## src/rtl/dnz_pkg.sv

```systemverilog
package dnz_pkg;
  // Output phase of the held word.
  typedef enum logic [1:0] {
    PH_EMPTY = 2'd0,
    PH_HIGH  = 2'd1,
    PH_LOW   = 2'd2,
    PH_TRAIL = 2'd3
  } phase_t;
endpackage

```

## src/rtl/dnz_ctrl.sv

```systemverilog
module dnz_ctrl
  import dnz_pkg::*;
#(
  parameter int IN_W = 64
) (
  input  logic              clk,
  input  logic              rst,
  input  logic              in_valid,
  output logic              in_ready,
  input  logic [IN_W-1:0]   in_data,
  input  logic [IN_W/8-1:0] in_keep,
  input  logic              in_last,
  input  logic              in_good,
  input  logic              in_bad,
  input  logic              beat_taken,
  output phase_t            phase_o,
  output logic [IN_W-1:0]   word_o,
  output logic [IN_W/8-1:0] keep_o,
  output logic              good_o,
  output logic              bad_o
);
  localparam int IKW = IN_W / 8;
  localparam int OKW = IKW / 2;

  phase_t            phase_q;
  logic [IN_W-1:0]   word_q;
  logic [IKW-1:0]    keep_q;
  logic              last_q;
  logic              good_q;
  logic              bad_q;
  logic              take;
  logic              low_empty;

  assign in_ready  = (phase_q == PH_EMPTY);
  assign take      = in_valid && in_ready;
  assign low_empty = last_q && (keep_q[OKW-1:0] == '0);

  always_ff @(posedge clk) begin
    if (rst) begin
      phase_q <= PH_EMPTY;
      word_q  <= '0;
      keep_q  <= '0;
      last_q  <= 1'b0;
      good_q  <= 1'b0;
      bad_q   <= 1'b0;
    end else begin
      case (phase_q)
        PH_EMPTY: if (take) begin
          word_q  <= in_data;
          keep_q  <= in_last ? in_keep : '1;
          last_q  <= in_last;
          good_q  <= in_last && in_good;
          bad_q   <= in_last && in_bad;
          phase_q <= PH_HIGH;
        end
        PH_HIGH: if (beat_taken) begin
          phase_q <= low_empty ? PH_TRAIL : PH_LOW;
        end
        PH_LOW: if (beat_taken) begin
          phase_q <= last_q ? PH_TRAIL : PH_EMPTY;
        end
        PH_TRAIL: if (beat_taken) begin
          phase_q <= PH_EMPTY;
        end
        default: phase_q <= PH_EMPTY;
      endcase
    end
  end

  assign phase_o = phase_q;
  assign word_o  = word_q;
  assign keep_o  = keep_q;
  assign good_o  = good_q;
  assign bad_o   = bad_q;


  no_second_take_chk: assert property (@(posedge clk) disable iff (rst)
    take |=> !in_ready);
endmodule

```

## src/rtl/dnz_beat_sel.sv

```systemverilog
module dnz_beat_sel
  import dnz_pkg::*;
#(
  parameter int IN_W = 64
) (
  input  phase_t              phase,
  input  logic [IN_W-1:0]     word,
  input  logic [IN_W/8-1:0]   keep,
  input  logic                good,
  input  logic                bad,
  output logic [IN_W/2-1:0]   tdata,
  output logic [IN_W/16-1:0]  tkeep,
  output logic                tlast,
  output logic                tvalid
);
  localparam int OUT_W = IN_W / 2;
  localparam int OKW   = OUT_W / 8;

  always_comb begin
    tdata  = '0;
    tkeep  = '0;
    tlast  = 1'b0;
    tvalid = 1'b0;
    case (phase)
      PH_HIGH: begin
        tdata  = word[IN_W-1:OUT_W];
        tkeep  = keep[2*OKW-1:OKW];
        tvalid = 1'b1;
      end
      PH_LOW: begin
        tdata  = word[OUT_W-1:0];
        tkeep  = keep[OKW-1:0];
        tvalid = 1'b1;
      end
      PH_TRAIL: begin
        tdata[0] = good;
        tdata[1] = bad;
        tkeep    = '1;
        tlast    = 1'b1;
        tvalid   = 1'b1;
      end
      default: ;
    endcase
  end
endmodule

```

## src/rtl/frame_downsizer.sv

```systemverilog
module frame_downsizer
  import dnz_pkg::*;
#(
  parameter int IN_W = 64
) (
  input  logic              clk,
  input  logic              rst,
  input  logic              in_valid,
  output logic              in_ready,
  input  logic [IN_W-1:0]   in_data,
  input  logic [IN_W/8-1:0] in_keep,
  input  logic              in_last,
  input  logic              in_good,
  input  logic              in_bad,
  output logic [IN_W/2-1:0] m_tdata,
  output logic [IN_W/16-1:0] m_tkeep,
  output logic              m_tlast,
  output logic              m_tvalid,
  input  logic              m_tready
);
  localparam int OUT_W = IN_W / 2;
  localparam int IKW   = IN_W / 8;

  phase_t          phase;
  logic [IN_W-1:0] word;
  logic [IKW-1:0]  keep;
  logic            good;
  logic            bad;
  logic            beat_taken;

  assign beat_taken = m_tvalid && m_tready;

  dnz_ctrl #(.IN_W(IN_W)) u_ctrl (
    .clk        (clk),
    .rst        (rst),
    .in_valid   (in_valid),
    .in_ready   (in_ready),
    .in_data    (in_data),
    .in_keep    (in_keep),
    .in_last    (in_last),
    .in_good    (in_good),
    .in_bad     (in_bad),
    .beat_taken (beat_taken),
    .phase_o    (phase),
    .word_o     (word),
    .keep_o     (keep),
    .good_o     (good),
    .bad_o      (bad)
  );

  dnz_beat_sel #(.IN_W(IN_W)) u_sel (
    .phase  (phase),
    .word   (word),
    .keep   (keep),
    .good   (good),
    .bad    (bad),
    .tdata  (m_tdata),
    .tkeep  (m_tkeep),
    .tlast  (m_tlast),
    .tvalid (m_tvalid)
  );


  hold_on_stall_chk: assert property (@(posedge clk) disable iff (rst)
    (m_tvalid && !m_tready) |=> (m_tvalid && $stable(m_tdata)
                                  && $stable(m_tkeep) && $stable(m_tlast)));


  upper_first_chk: assert property (@(posedge clk) disable iff (rst)
    (in_valid && in_ready) |=> (m_tvalid && !m_tlast
                                 && m_tdata == $past(in_data[IN_W-1:OUT_W])));


  trailer_form_chk: assert property (@(posedge clk) disable iff (rst)
    (m_tvalid && m_tlast) |-> (m_tkeep == '1 && m_tdata[OUT_W-1:2] == '0));


  ready_idle_chk: assert property (@(posedge clk) disable iff (rst)
    in_ready |-> !m_tvalid);
endmodule

```

## config.mk

```make
export PLATFORM = sky130hd
export DESIGN_NAME = frame_downsizer
export DESIGN_NICKNAME = d
export VERILOG_FILES = /design/src/rtl/dnz_pkg.sv /design/src/rtl/dnz_ctrl.sv /design/src/rtl/dnz_beat_sel.sv /design/src/rtl/frame_downsizer.sv
export SDC_FILE = /design/constraint.sdc
export NUM_CORES = 1
export LEC_CHECK = 0
export ABC_CLOCK_PERIOD_IN_PS = 4300
export CAP_MARGIN = 20
export CELL_PAD_IN_SITES_DETAIL_PLACEMENT = 2
export CELL_PAD_IN_SITES_GLOBAL_PLACEMENT = 2
export CORE_MARGIN = 3
export CORE_UTILIZATION = 26
export CTS_CLUSTER_DIAMETER = 200
export DETAILED_ROUTE_END_ITERATION = 10
export MAX_ROUTING_LAYER = met4
export PLACE_DENSITY_LB_ADDON = 0.1
export REMOVE_ABC_BUFFERS = 1
export SYNTH_ARGS = -nofsm -noshare
export SYNTH_HDL_FRONTEND = slang
export SYNTH_SLANG_ARGS = --single-unit
```

## constraint.sdc

```tcl
create_clock -name clk -period 4.3 [get_ports clk]
set_input_delay 0.43 -clock clk [delete_from_list [all_inputs] [get_ports clk]]
set_output_delay 0.43 -clock clk [all_outputs]
set_load 0.02 [all_outputs]
```

==> flow_summary.ini <==
[critical_path]
crit_cells = 4
timing.critical_path.cells = inv_1 -> ha_1 -> nor2b_1 -> clkdlybuf4s50_1
crit_path_start = u_ctrl.phase_o[0]
r2r_setup_slack_ns = 1.75
cp-start-kind = register
critPathMaxStageDelay_ns = 0.98
crit_type = reg2out
reg2reg_depth = 6
path_delay_family = adder cells
cp_num_buf_inv = 2
reg2reg_from = u_ctrl.phase_o[0]
critPathArrivalTime_ns = 2.76
timing.rr.end = u_ctrl.keep_o[0]
worst_path_max_delay_cell = ha_1
cp.required_ns = 3.87
timing.critical_path.to = m_tdata[3]
crit_fanout = 30
endpoint_kind = output port

[layout]
fillers = 1418
multiInputGateArea_um2 = 1617
instances_no_fill = 701
finalNetCount = 612
area_growth_syn_to_layout_pct = 45.22
n_antenna_cell = 0
layout-drive-gt1-share = 0.04128
seq_area_um2 = 1541

[yosys]
ys_seq_elements = 77
avgSynthCellArea_um2 = 7.671
netlist_area_um2 = 3337
yosys_warnings = 0
yosysUniqueCellTypes = 24
netlist.top_cell.by_area = dfxtp_1
synth_area_leaders = dfxtp_1, nand2_1, a21oi_1
synth-seq-area-share = 0.4619
netlist_instances = 435
synth_top_area_frac = 0.4619

[sta]
hold_viol = 0
rsz0062_at_grt = no
slew_viol_final = 0
fin_worst_skew_ns = 0.005698
slew_headroom = 0.3151
min_period_ns = 3.190
fin_tns_setup_ns = 0
setup_viol = 0
worst-slew-pin-transition_ns = 1.027
fin_crit_sh = 0.7418
max_freq_ghz = 0.3135

[clock_network]
cts_setup_buffers = 0
cts_root_buffer = clkbuf_16
cts_buffers = 9
cts_resized = 0
postCtsHoldBufs = 0
clock_latency_ns = 0.33
cts_tree = yes
clk_pin_slew_ns = 0.06
clk_path_buf_depth = 2
clock-sinks = 77
htreeDepth = 3

[floorplan]
initial_core_util = 0.2721
die_y_um = 119.3
io_pins = 118
die_area_um2 = 14230
core_area_um2 = 12260
die-width_um = 119.3
row_count = 40

[detailed_routing]
drt_iter0_markers = 203
wl_per_cell_um = 15.95
via_per_inst = 4.757
ant_nets = 0
vias = 3335
firstDrtPassIters = 4
drcViolationCount = 0
drt_wl_total_mm = 11.18

[power_and_ir_drop]
combPwrFrac = 0.376
p_sw_frac = 0.3766
p_int_mw = 1.634
p_sw_mw = 0.9872
power.density_nw_per_um2 = 540.9
seqPwrFrac = 0.362
p_clk_frac = 0.263
ir_drop_uv = 182.1
leakagePower_nw = 1.635

[global_routing]
grt_pass1_vias = 3750
grt_pass1_wl_mm = 18.40
grt_start_max_net_pins = 45
overflow = 0
antenna_found_initial = 0
grt.total_usage = 0.1639

[hold_path]
min_path_type = reg2reg

[place]
dp_cells = 685
port_buffers = 117
dp_hpwl_mm = 7.441
globalplace.congestion = 0.7271

[outcome]
outcome = completed

[flow_run]
maxCapViolCount = 0
==> Yosys cell counts <==
cell type / n
ha_1: 5
clkbuf_1: 24
inv_1: 4
clkinv_1: 1
nor4b_1: 1
nand2_1: 134
a222oi_1: 3
nand2b_1: 1
buf_1: 8
a221oi_1: 4
and2_1: 1
buf_2: 3
or2_0: 1
a21oi_1: 69
nand3b_1: 1
nor3b_1: 8
a311oi_1: 2
nor2b_1: 30
nor2_1: 15
nor3_1: 8
dfxtp_1: 77
a22oi_1: 30
buf_6: 3
nand3_1: 2
==> metal layers <==
layer	routed length, um	part of all wire	global-route usage
met5	0	0	-
met4	111	0.0099	0.04009
met3	607	0.054	0.04368
met2	5405	0.48	0.2815
met1	5057	0.45	0.1911
==> stage by stage <==
stage	total power [mW]	setup WS, ns	hold WS [ns]	cell area, um2	util
finish	2.621	1.110	0.4605	4846	0.3952
global route	2.823	0.8980	0.4804	4846	0.3952
CTS	2.678	1.005	0.4606	4846	0.3952
detailed placement	1.984	1.359	0.4515	4576	0.3732
global placement	1.948	1.418	0.4419	4576	0.3732
floorplan	1.531	1.693	0.4252	3168	-
==> placed cells by master (no fill, tap or decap), types with 3 or more instances in the layout <==
| cell | netlist | layout |
|---|---|---|
| a21oi_1 | 69 | 69 |
| a221oi_1 | 4 | 4 |
| a222oi_1 | 3 | 3 |
| a22oi_1 | 30 | 30 |
| buf_4 | 0 | 3 |
| clkbuf_16 | 0 | 9 |
| clkdlybuf4s50_1 | 0 | 116 |
| dfxtp_1 | 77 | 77 |
| ha_1 | 5 | 3 |
| inv_1 | 4 | 4 |
| nand2_1 | 134 | 133 |
| nor2_1 | 15 | 15 |
| nor2b_1 | 30 | 30 |
| nor3_1 | 8 | 8 |
| nor3b_1 | 8 | 8 |
==> registers in the layout (all words and copies together) (netlist names) <==
signal          count
u_ctrl.last_q       1
u_ctrl.keep_o       8
u_ctrl.bad_o        1
u_ctrl.good_o       1
u_ctrl.phase_o      2
u_ctrl.word_o      64
==> logic make-up (layout without fill, tap and decap cells) <==
| group | count (synthesis) | count (layout) | synth area share |
|---|---|---|---|
| AO/OA/AOI/OAI | 108 | 108 | 0.1957 |
| AND/OR/NAND/NOR | 202 | 202 | 0.2673 |
| buffers and inverters | 43 | 141 | 0.05624 |
| adder cells (fa/ha/maj) | 5 | 5 | 0.01875 |
| flip-flops | 77 | 77 | 0.4619 |
==> worst min-delay path by stage <==
stage | from | cells past startpoint | slack [ns] | end
after floorplan | u_ctrl.bad_o | 2 | 0.43 | u_ctrl.bad_o
after global placement | u_ctrl.word_o[35] | 2 | 0.44 | u_ctrl.word_o[35]
after detailed placement | u_ctrl.word_o[45] | 2 | 0.45 | u_ctrl.word_o[45]
after CTS | u_ctrl.word_o[45] | 2 | 0.46 | u_ctrl.word_o[45]
after global routing | u_ctrl.word_o[61] | 2 | 0.48 | u_ctrl.word_o[61]
final | u_ctrl.word_o[51] | 2 | 0.46 | u_ctrl.word_o[51]
==> worst reg2reg max path, cell delays in order, from the launching register on <==
cell and delay [ns]:
dfxtp_1 0.35, inv_1 0.12, ha_1 0.48, and2_2 0.71, buf_4 0.50, nor2_1 0.12, nor3_1 0.18
==> final cells by class <==
| class | count | area share |
|---|---|---|
| multi-input cells | 315 | 0.3336 |
| flip-flops and latches | 77 | 0.3181 |
| repair buffers | 120 | 0.2453 |
| clock buffers | 11 | 0.04802 |
| well taps | 168 | 0.04338 |
| clock inverters | 5 | 0.007746 |
| inverters | 5 | 0.003873 |
==> power groups by stage <==
stage / clock, mW / sequential (mW) / combinational (mW)
after floorplan: 0 / 0.933 / 0.598
after global placement: 0 / 0.954 / 0.994
after detailed placement: 0 / 0.964 / 1.02
after CTS: 0.709 / 0.949 / 1.02
after global routing: 0.745 / 0.967 / 1.11
final: 0.688 / 0.948 / 0.984
(Power assumes the default switching activity.)
